### src/rtl/swalk_pkg.sv
// Shared types and entry bit positions for the segment/page table walker.
// Assumes 32-bit table entries with status flags in the top three bits.
package swalk_pkg;
    typedef enum logic [2:0] {
        ST_IDLE,
        ST_SEG,
        ST_PTE,
        ST_WB,
        ST_DONE,
        ST_FAULT
    } walk_state_t;

    localparam int ENT_V_BIT = 31;
    localparam int ENT_R_BIT = 30;
    localparam int ENT_W_BIT = 29;

    localparam logic FLT_SEG  = 1'b0;
    localparam logic FLT_PAGE = 1'b1;
endpackage

### src/rtl/swalk_decode.sv
// Decodes a table word read from memory: valid flag, next-level base, and
// the page entry with its status bits updated for the current access.
// Assumes ADDR_W <= 29 so the base field does not overlap the flag bits.
module swalk_decode
    import swalk_pkg::*;
#(
    parameter int DATA_W = 32,
    parameter int ADDR_W = 24
) (
    input  logic [DATA_W-1:0] rdata,
    input  logic              wr_access,
    output logic              ent_valid,
    output logic [ADDR_W-1:0] ent_base,
    output logic              need_wb,
    output logic [DATA_W-1:0] wb_data
);
    // Field extraction and status-bit update of the incoming entry.
    always_comb begin
        ent_valid          = rdata[ENT_V_BIT];
        ent_base           = rdata[ADDR_W-1:0];
        wb_data            = rdata;
        wb_data[ENT_R_BIT] = 1'b1;
        if (wr_access) begin
            wb_data[ENT_W_BIT] = 1'b1;
        end
        need_wb = (wb_data != rdata);
    end
endmodule

### src/rtl/swalk_addr.sv
// Forms the word-aligned byte address of the memory access for the current
// walk state: segment entry in ST_SEG, page entry otherwise.
// Assumes each entry occupies DATA_W/8 bytes.
module swalk_addr
    import swalk_pkg::*;
#(
    parameter int ADDR_W = 24,
    parameter int DATA_W = 32,
    parameter int SEG_W  = 4,
    parameter int PAGE_W = 8
) (
    input  walk_state_t       state,
    input  logic [ADDR_W-1:0] seg_tbl,
    input  logic [ADDR_W-1:0] page_tbl,
    input  logic [SEG_W-1:0]  seg_idx,
    input  logic [PAGE_W-1:0] page_idx,
    output logic [ADDR_W-1:0] addr
);
    localparam int WORD_SH = $clog2(DATA_W / 8);

    // Table base plus scaled index for the level being read.
    always_comb begin
        if (state == ST_SEG) begin
            addr = seg_tbl + (ADDR_W'(seg_idx) << WORD_SH);
        end else begin
            addr = page_tbl + (ADDR_W'(page_idx) << WORD_SH);
        end
    end
endmodule

### src/rtl/swalk_fsm.sv
// Walk controller: takes a request in idle, reads the segment entry, then
// the page entry, optionally writes the entry back, and ends in DONE or
// FAULT for exactly one cycle. Each memory state waits for mem_rsp_valid.
module swalk_fsm
    import swalk_pkg::*;
#(
    parameter int ADDR_W  = 24,
    parameter int VA_W    = 24,
    parameter int DATA_W  = 32,
    parameter int FRAME_W = 12
) (
    input  logic               clk,
    input  logic               rst_n,
    input  logic               req_valid,
    input  logic [VA_W-1:0]    req_va,
    input  logic               req_write,
    input  logic [ADDR_W-1:0]  seg_base,
    input  logic               mem_rsp_valid,
    input  logic               ent_valid,
    input  logic [ADDR_W-1:0]  ent_base,
    input  logic               need_wb,
    input  logic [DATA_W-1:0]  wb_data,
    input  logic [FRAME_W-1:0] rsp_frame,
    output walk_state_t        state,
    output logic [VA_W-1:0]    va_q,
    output logic               wr_q,
    output logic [ADDR_W-1:0]  base_q,
    output logic [ADDR_W-1:0]  ptb_q,
    output logic [FRAME_W-1:0] frame_q,
    output logic [DATA_W-1:0]  wb_q,
    output logic               level_q
);
    // State sequencing and capture of request, table base and entry fields.
    always_ff @(posedge clk) begin
        if (!rst_n) begin
            state   <= ST_IDLE;
            va_q    <= '0;
            wr_q    <= 1'b0;
            base_q  <= '0;
            ptb_q   <= '0;
            frame_q <= '0;
            wb_q    <= '0;
            level_q <= FLT_SEG;
        end else begin
            case (state)
                ST_IDLE: begin
                    if (req_valid) begin
                        va_q   <= req_va;
                        wr_q   <= req_write;
                        base_q <= seg_base;
                        state  <= ST_SEG;
                    end
                end
                ST_SEG: begin
                    if (mem_rsp_valid) begin
                        if (ent_valid) begin
                            ptb_q <= ent_base;
                            state <= ST_PTE;
                        end else begin
                            level_q <= FLT_SEG;
                            state   <= ST_FAULT;
                        end
                    end
                end
                ST_PTE: begin
                    if (mem_rsp_valid) begin
                        frame_q <= rsp_frame;
                        wb_q    <= wb_data;
                        if (!ent_valid) begin
                            level_q <= FLT_PAGE;
                            state   <= ST_FAULT;
                        end else if (need_wb) begin
                            state <= ST_WB;
                        end else begin
                            state <= ST_DONE;
                        end
                    end
                end
                ST_WB: begin
                    if (mem_rsp_valid) begin
                        state <= ST_DONE;
                    end
                end
                default: state <= ST_IDLE;
            endcase
        end
    end


    seg_fault_chk: assert property (@(posedge clk) disable iff (!rst_n)
        (state == ST_SEG && mem_rsp_valid && !ent_valid)
        |=> (state == ST_FAULT && level_q == FLT_SEG));


    store_dirty_chk: assert property (@(posedge clk) disable iff (!rst_n)
        (state == ST_WB && wr_q) |-> wb_q[ENT_W_BIT]);


    busy_hold_chk: assert property (@(posedge clk) disable iff (!rst_n)
        (state != ST_IDLE) |=> ($stable(va_q) && $stable(wr_q)));
endmodule

### src/rtl/seg_page_walker.sv
// Top of the two-level segment/page table walker. Wires the controller,
// the entry decoder and the address former, and drives the memory port and
// result outputs from the registered walk state.
// Assumes one outstanding memory request, completed by a mem_rsp_valid pulse.
module seg_page_walker
    import swalk_pkg::*;
#(
    parameter int ADDR_W  = 24,
    parameter int DATA_W  = 32,
    parameter int SEG_W   = 4,
    parameter int PAGE_W  = 8,
    parameter int OFF_W   = 12,
    parameter int FRAME_W = 12
) (
    input  logic                     clk,
    input  logic                     rst_n,
    input  logic [ADDR_W-1:0]        seg_base,
    input  logic                     req_valid,
    input  logic [SEG_W+PAGE_W+OFF_W-1:0] req_va,
    input  logic                     req_write,
    output logic                     req_ready,
    output logic                     mem_req_valid,
    output logic                     mem_req_write,
    output logic [ADDR_W-1:0]        mem_req_addr,
    output logic [DATA_W-1:0]        mem_req_wdata,
    input  logic                     mem_rsp_valid,
    input  logic [DATA_W-1:0]        mem_rsp_rdata,
    output logic                     resp_valid,
    output logic                     resp_fault,
    output logic                     resp_fault_page,
    output logic [FRAME_W+OFF_W-1:0] resp_pa
);
    localparam int VA_W = SEG_W + PAGE_W + OFF_W;
    localparam int PA_W = FRAME_W + OFF_W;

    walk_state_t        state;
    logic [VA_W-1:0]    va_q;
    logic               wr_q;
    logic [ADDR_W-1:0]  base_q;
    logic [ADDR_W-1:0]  ptb_q;
    logic [FRAME_W-1:0] frame_q;
    logic [DATA_W-1:0]  wb_q;
    logic               level_q;
    logic               ent_valid;
    logic [ADDR_W-1:0]  ent_base;
    logic               need_wb;
    logic [DATA_W-1:0]  wb_data;

    swalk_fsm #(
        .ADDR_W (ADDR_W),
        .VA_W   (VA_W),
        .DATA_W (DATA_W),
        .FRAME_W(FRAME_W)
    ) u_fsm (
        .clk          (clk),
        .rst_n        (rst_n),
        .req_valid    (req_valid),
        .req_va       (req_va),
        .req_write    (req_write),
        .seg_base     (seg_base),
        .mem_rsp_valid(mem_rsp_valid),
        .ent_valid    (ent_valid),
        .ent_base     (ent_base),
        .need_wb      (need_wb),
        .wb_data      (wb_data),
        .rsp_frame    (mem_rsp_rdata[FRAME_W-1:0]),
        .state        (state),
        .va_q         (va_q),
        .wr_q         (wr_q),
        .base_q       (base_q),
        .ptb_q        (ptb_q),
        .frame_q      (frame_q),
        .wb_q         (wb_q),
        .level_q      (level_q)
    );

    swalk_decode #(
        .DATA_W(DATA_W),
        .ADDR_W(ADDR_W)
    ) u_decode (
        .rdata    (mem_rsp_rdata),
        .wr_access(wr_q),
        .ent_valid(ent_valid),
        .ent_base (ent_base),
        .need_wb  (need_wb),
        .wb_data  (wb_data)
    );

    swalk_addr #(
        .ADDR_W(ADDR_W),
        .DATA_W(DATA_W),
        .SEG_W (SEG_W),
        .PAGE_W(PAGE_W)
    ) u_addr (
        .state   (state),
        .seg_tbl (base_q),
        .page_tbl(ptb_q),
        .seg_idx (va_q[VA_W-1 -: SEG_W]),
        .page_idx(va_q[OFF_W +: PAGE_W]),
        .addr    (mem_req_addr)
    );

    // Port-level decode of the walk state.
    always_comb begin
        req_ready       = (state == ST_IDLE);
        mem_req_valid   = (state == ST_SEG) || (state == ST_PTE) || (state == ST_WB);
        mem_req_write   = (state == ST_WB);
        mem_req_wdata   = wb_q;
        resp_valid      = (state == ST_DONE) || (state == ST_FAULT);
        resp_fault      = (state == ST_FAULT);
        resp_fault_page = (state == ST_FAULT) && (level_q == FLT_PAGE);
        resp_pa         = PA_W'({frame_q, va_q[OFF_W-1:0]});
    end


    mem_hold_chk: assert property (@(posedge clk) disable iff (!rst_n)
        (mem_req_valid && !mem_rsp_valid)
        |=> (mem_req_valid && $stable(mem_req_addr) && $stable(mem_req_write)));


    resp_pulse_chk: assert property (@(posedge clk) disable iff (!rst_n)
        resp_valid |=> (!resp_valid && req_ready));


    wb_status_chk: assert property (@(posedge clk) disable iff (!rst_n)
        (mem_req_valid && mem_req_write)
        |-> (mem_req_wdata[ENT_V_BIT] && mem_req_wdata[ENT_R_BIT]));


    busy_noready_chk: assert property (@(posedge clk) disable iff (!rst_n)
        (mem_req_valid || resp_valid) |-> !req_ready);
endmodule

### config.mk
export PLATFORM = sky130hd
export DESIGN_NAME = seg_page_walker
export DESIGN_NICKNAME = d
export VERILOG_FILES = /design/src/rtl/swalk_pkg.sv /design/src/rtl/swalk_decode.sv /design/src/rtl/swalk_addr.sv /design/src/rtl/swalk_fsm.sv /design/src/rtl/seg_page_walker.sv
export SDC_FILE = /design/constraint.sdc
export NUM_CORES = 1
export LEC_CHECK = 0
export BUFFER_PORTS_ARGS = -buffer_cell sky130_fd_sc_hd__buf_2
export CAP_MARGIN = 20
export CELL_PAD_IN_SITES_DETAIL_PLACEMENT = 0
export CELL_PAD_IN_SITES_GLOBAL_PLACEMENT = 1
export CORE_UTILIZATION = 34
export DETAILED_ROUTE_END_ITERATION = 10
export GPL_TIMING_DRIVEN = 0
export PLACE_DENSITY_LB_ADDON = 0.1
export SETUP_SLACK_MARGIN = 0.1
export SLEW_MARGIN = 10
export SYNTH_ARGS = -nofsm -noshare
export SYNTH_HDL_FRONTEND = slang
export SYNTH_SLANG_ARGS = --single-unit
### constraint.sdc
create_clock -name clk -period 2.1 [get_ports clk]
set_clock_uncertainty 0.15 [all_clocks]
set_input_delay 0.315 -clock clk [delete_from_list [all_inputs] [get_ports clk]]
set_output_delay 0.315 -clock clk [all_outputs]
set_load 0.1 [all_outputs]
==> out/qor.yml, run 1 <==
status: "complete, but fails checks"
violations: "setup timing"
antennaDiodeCount: 0
rows: 46
r2r-end: "u_fsm.ptb_q[14]"
slew_headroom_pct: 62.65
port_buffers: 170
ctsHtreeMaxLevel: 3
overflow: 0
holdWs_ns: 0.03413
die_h_um: 130.4
slew_viol_final: 0
clock-root-buffer: "clkbuf_16"
syn-num-nets: 782
syn_inst: 683
finalSetupViolCount: 24
rrSetupSlack_ns: 0.26
die_w_um: 130.4
crit_path_end_kind: "output pin"
fin_nets: 989
grt_max_degree: 19
max_freq_mhz: 339.5
dpl.hpwl_mm: 13.09
gp_congestion: 0.8220
cts.sinks: 109
grt_antenna_before_repair: 0
syn_to_final_growth_pct: 50.65
ctsHoldBuffers: 0
critPathLaunchType: "flip-flop"
syn-cell-area_sq_mm: 0.005608
critPathRequiredTime_ns: 1.63
drtIter0Drc: 276
min_period_over_period_pct: 140.2
fin_util_pct: 52.80
whs_path_depth: 3
final.min_clock_period_ns: 2.945
drive_above_1_share_pct: 39.22
hold_start: "req_va[2]"
worst-path-max-fanout: 7
yosysTopAreaCell: "dfxtp_1"
grt_pass1_vias: 5156
drtPass1Iterations: 4
crit_type: "flip-flop to output pin"
grt_pass1_wl_mm: 26.44
cts_made_buffers: 9
reg2reg_depth: 7
grt_usage_pct: 20.51
final_hold_viol_count: 0
total_leakage_power_nw: 3.400
via_count: 5340
antenna_left: 0
min_to: "u_fsm.va_q[2]"
clkLatencyLatePin_ns: 0.36
clockBufferDepth: 2
setup_ws_ns: -0.8452
rsz0062_at_grt: "true"
min-delay-path-class: "input pin to flip-flop"
cts.clk_slew.worst_paths_ns: 0.08
synth_area_leaders: "dfxtp_1, nand2_1, a21boi_0, xor2_1, a21boi_1"
vias_per_cell: 4.806
drc_errors: 0
synth.avg_cell_area_sq_um: 8.211
timing.rr.start: "u_fsm.state[2]"
die_area_sq_mm: 0.01701
tightestPinTransition_ns: 0.5602
core_sq_mm: 0.01600
synth.top_cell.area_share_pct: 38.91
p_per_area_mw_per_mm2: 663.1
ys_seq_area_share_pct: 38.91
drv_cap: 0
ys_ff_latch: 109
ioPinCount: 171
crit_arrival_ns: 2.48
yosysUniqueCellTypes: 44
yosys_warnings: 0
tritoncts: "yes"
vdd_drop_max_mv: 0.4194
wl_mm: 17.39
avgRoutedWirePerCell_um: 15.65
start_util_pct: 35.05
-- metal layers --
layer  wire, um  track usage (%)  part of all wire [%]
met3        870            4.397                   5.0
met5          0                0                     0
met4        217            5.071                   1.2
met1       7971            26.45                    46
met2       8326            34.89                    48
-- state kept, by name, summed over array words and instances (netlist names) --
| name | flops |
|---|---|
| u_fsm.frame_q | 11 |
| u_fsm.state | 3 |
| u_fsm.base_q | 24 |
| u_fsm.va_q | 24 |
| u_fsm.wr_q | 1 |
| u_fsm.wb_q | 21 |
| u_fsm.level_q | 1 |
| u_fsm.ptb_q | 24 |
-- where the power goes --
| part | internal (W) | switching, W |
|---|---|---|
| sequential | 0.00215 | 0.0000912 |
| combinational | 0.000572 | 0.000996 |
| clock | 0.000975 | 0.000814 |
-- area by class of cell --
cell class              instances  area [sq um]
clock buffers                  11         242.7
well taps                     216         270.3
plain buffers                  52         339.1
multi-input cells             518          3851
fillers                      1541          7552
clock inverters                 5         63.81
repair buffers                195          1443
inverters                       5         18.77
flip-flops and latches        109          2220
-- stage by stage --
step / power, W / worst slack [ns] / TNS [ns] / instance area [sq um] / cells
floorplan: 0.003284 / -0.5628 / -7.860 / 5979 / 683
global placement: 0.003572 / -0.6482 / -11.41 / 7101 / 1069
detailed placement: 0.003592 / -0.6761 / -12.23 / 7101 / 1069
CTS: 0.005589 / -0.7983 / -13.55 / 8046 / 1094
global route: 0.005841 / -0.9053 / -15.94 / 8448 / 1111
finish: 0.005602 / -0.8452 / -14.08 / 8448 / 1111
-- synthesized netlist by cell type, drive strengths merged --
cell	instances
nor2b	1
o211a	1
nand3	14
and4	6
and2	5
nor3	5
a21oi	10
mux2i	14
nor2	11
dfxtp	109
nand4	8
o21a	3
a2111oi	1
buf	28
nor3b	7
clkbuf	24
mux2	4
a211oi	5
xnor2	12
o211ai	5
o21ai	14
a31oi	2
o22ai	1
a21boi	105
fa	2
nor4	1
o21bai	1
nand2b	1
nand2	223
ha	12
a21o	4
inv	5
and3	11
xor2	27
and3b	1
-- how the worst max path moves through the flow --
stage,start,endpoint,slack [ns],depth (start not counted)
after floorplan,u_fsm.va_q[12],mem_req_addr[18],-0.56,7
after global placement,u_fsm.ptb_q[2],mem_req_addr[14],-0.65,8
after detailed placement,u_fsm.base_q[2],mem_req_addr[12],-0.68,8
after CTS,u_fsm.ptb_q[2],mem_req_addr[14],-0.80,8
after global routing,u_fsm.ptb_q[2],mem_req_addr[12],-0.91,8
final,u_fsm.ptb_q[2],mem_req_addr[12],-0.85,8
-- critical path, stage by stage (launching register included) --
cell and delay (ns):
dfxtp_2 0.34, ha_4 0.16, fa_2 0.37, a211oi_4 0.29
o211a_4 0.30, nor3_2 0.09, xnor2_2 0.17, mux2i_4 0.20
buf_12 0.20
-- cell usage in the layout, fill, tap and decap left out, types with 5 or more instances in the layout --
| cell type | count |
|---|---|
| nand2_1 | 221 |
| buf_2 | 145 |
| dfxtp_1 | 91 |
| a21boi_1 | 69 |
| buf_4 | 38 |
| a21boi_0 | 35 |
| buf_12 | 23 |
| clkbuf_1 | 22 |
| xor2_1 | 17 |
| mux2i_4 | 14 |
| buf_6 | 13 |
| dfxtp_2 | 12 |
| nand3_1 | 10 |
| and3_1 | 10 |
| ha_4 | 10 |
| xor2_2 | 9 |
| clkbuf_16 | 9 |
| nand4_1 | 8 |
| xnor2_2 | 7 |
| nor2_1 | 7 |
| and4_1 | 6 |
| o21ai_0 | 6 |
| dfxtp_4 | 6 |
| inv_1 | 5 |
| xnor2_1 | 5 |
| buf_8 | 5 |
-- logic make-up (layout without fill, tap and decap cells) --
logic type | Yosys count | count (layout) | synth area share, %
compound gates | 152 | 153 | 19.66
fa+ha+maj | 14 | 14 | 3.391
mux | 18 | 18 | 3.302
flops | 109 | 109 | 38.91
simple gates | 294 | 294 | 23.38
xor+xnor | 39 | 39 | 6.091
buf+inv | 57 | 268 | 5.266
-- what timing repair did --
| action | 4_1_cts | 5_1_grt |
|---|---|---|
| setup endpoints to repair | 29 | 28 |
| pin swaps | 14 | 18 |
| buffers inserted | 9 | 16 |
| cloned | 0 | 1 |
| resized for setup | 136 | 53 |
Power figures use the tool's default switching activity.
==> run 2: changes to the inputs <==
Settings changed: CORE_UTILIZATION 34 to 40.
Clock period 2.1 ns to 3.4 ns, I/O delays scaled along.
==> run 2 against run 1 <==
Clock power down 43%. The run now ends clean. Utilization up 1.1 points. Largest power group unchanged. Clock-buffer cell count unchanged. Global-route usage up 1.3 points. Non-clock buffer count down 25. Critical path depth unchanged. First-iteration DRC count down 24%.
==> out/qor.yml, run 2 (synthesis results as in run 1) <==
status: "finished, final reports clean"  # was complete, but fails checks
total_leakage_power_nw: 3.075  # was 3.400 nW
vdd_drop_max_mv: 0.2626  # was 0.4194 mV
tritoncts: "yes"  # unchanged
final_hold_viol_count: 0  # unchanged
port_buffers: 170  # unchanged
drv_cap: 0  # unchanged
final.min_clock_period_ns: 3.257
drtIter0Drc: 210  # was 276
wl_mm: 15.35  # was 17.39 mm
fillers: 1372  # was 1,541
die_w_um: 120.4  # was 130.4 um
syn_to_final_growth_pct: 29.38  # was 50.65%
gp_congestion: 0.8983  # was 0.8220
drc_errors: 0  # unchanged
finalSetupViolCount: 0  # was 24
mostFrequentLayoutCells: "nand2_1, buf_2, dfxtp_1"  # unchanged
min_period_over_period_pct: 95.81
critPathRequiredTime_ns: 2.74  # was 1.63 ns
cts.sinks: 109  # unchanged
ctsHtreeMaxLevel: 3  # unchanged
tightestPinTransition_ns: 0.5863  # was 0.5602 ns
clockBufferDepth: 2  # unchanged
overflow: 0  # unchanged
drive_above_1_share_pct: 29.46  # was 39.22%
slew_headroom_pct: 60.65  # was 62.65%
post-cts-setup-buffers: 0  # was 9
dpl.hpwl_mm: 12.10  # was 13.09 mm
grt_antenna_before_repair: 0  # unchanged
totalPowerFinal_w: 0.003167  # was 0.005602 W
grt_pass1_wl_mm: 24.45  # was 26.44 mm
cts_made_buffers: 9  # unchanged
crit_type: "flip-flop to output pin"  # unchanged
rsz0062_at_grt: "true"  # unchanged
die_h_um: 120.4  # was 130.4 um
critPathLaunchType: "flip-flop"  # unchanged
grt_max_degree: 19  # unchanged
crit_arrival_ns: 2.60  # was 2.48 ns
antennaDiodeCount: 0  # unchanged
place_area_sq_mm: 0.006800  # was 0.007101 sq mm
max_freq_mhz: 307.0
vias_per_cell: 4.891  # was 4.806
antenna_left: 0  # unchanged
fin_nets: 963  # was 989
cts.clk_slew.worst_paths_ns: 0.07  # was 0.08 ns
start_util_pct: 41.69  # was 35.05%
p_per_area_mw_per_mm2: 436.5  # was 663.1 mW/mm^2
rows: 42  # was 46
min-delay-path-class: "input pin to flip-flop"  # unchanged
worst-path-max-fanout: 7  # unchanged
drtPass1Iterations: 4  # unchanged
crit_path_end_kind: "output pin"  # unchanged
die_area_sq_mm: 0.01450  # was 0.01701 sq mm
ioPinCount: 171  # unchanged
slew_viol_final: 0  # unchanged
via_count: 5111  # was 5,340
final_area_sq_mm: 0.007256  # was 0.008448 sq mm
final_common_cell: "nand2_1"  # unchanged
reg_top3: "u_fsm.base_q (24), u_fsm.ptb_q (24), u_fsm.va_q (24)"  # unchanged
clkLatencyLatePin_ns: 0.36  # about the same
grt_pass1_vias: 4876  # was 5,156
core_sq_mm: 0.01345  # was 0.01600 sq mm
avgRoutedWirePerCell_um: 14.69  # was 15.65 um
grt_usage_pct: 21.80  # was 20.51%
clock-root-buffer: "clkbuf_16"  # unchanged
run 2: per-layer routing:
metal  share of wire (%)  GRT usage [%]  vias to the layer above
met5                   0              0                        -
met4                0.96          4.938                        0
met3                 6.4          5.802                       14
met2                  46          35.45                      131
met1                  47          28.83                     2323
li1                    -              -                     2643
run 2: report_power, final:
part | leakage (nW) | switching [W] | internal [W] | total [W]
Combinational | 2.05 | 0.000554 | 0.000214 | 0.000768
Clock | 0.137 | 0.000496 | 0.000525 | 0.00102
Sequential | 0.887 | 0.0000483 | 0.00133 | 0.00138
run 2: path summary, 6_finish.rpt:
path,endpoint,from,cells after the start,slack [ns]
hold / removal,u_fsm.va_q[3],req_va[3],3,0.23
setup / recovery,mem_req_addr[14],u_fsm.ptb_q[2],8,0.14
hold reg to reg,u_fsm.va_q[1],u_fsm.va_q[1],2,0.30
setup reg to reg,u_fsm.base_q[22],u_fsm.state[2],6,1.50
run 2: area by class of cell:
class | instances | area (sq um) | share of cell area (%)
clock inverters | 5 | 38.79 | 0.5346
plain buffers | 52 | 276.5 | 3.811
flip-flops and latches | 109 | 2182 | 30.07
clock buffers | 11 | 242.7 | 3.345
inverters | 5 | 18.77 | 0.2587
multi-input cells | 517 | 3313 | 45.66
repair buffers | 170 | 963.4 | 13.28
well taps | 176 | 220.2 | 3.035
run 2: critical path, cell delays in order, from the launching register on:
cell      delay [ns]
dfxtp_1         0.33
ha_1            0.25
fa_1            0.44
a211oi_2        0.28
o211a_4         0.27
nor2_1          0.07
xnor2_1         0.18
mux2i_4         0.22
buf_12          0.21
run 2: through the flow:
stage / hold WS [ns] / utilization (%) / TNS [ns] / std cells / setup slack (ns)
after floorplan: 0.2894 / - / -0.2956 / 683 / -0.2956
after global placement: 0.2882 / 50.55 / 0 / 1029 / 0.2149
after detailed placement: 0.2944 / 50.55 / 0 / 1029 / 0.1828
after CTS: 0.2256 / 53.13 / 0 / 1045 / 0.07988
after global routing: 0.2379 / 53.93 / 0 / 1045 / 0.03974
final: 0.2349 / 53.93 / 0 / 1045 / 0.1426
run 2: repair_timing:
item,4_1_cts,5_1_grt
cloned,0,0
hold buffers,0,0
gates resized for setup,19,25
pin swaps,0,2
setup endpoints to repair,9,17
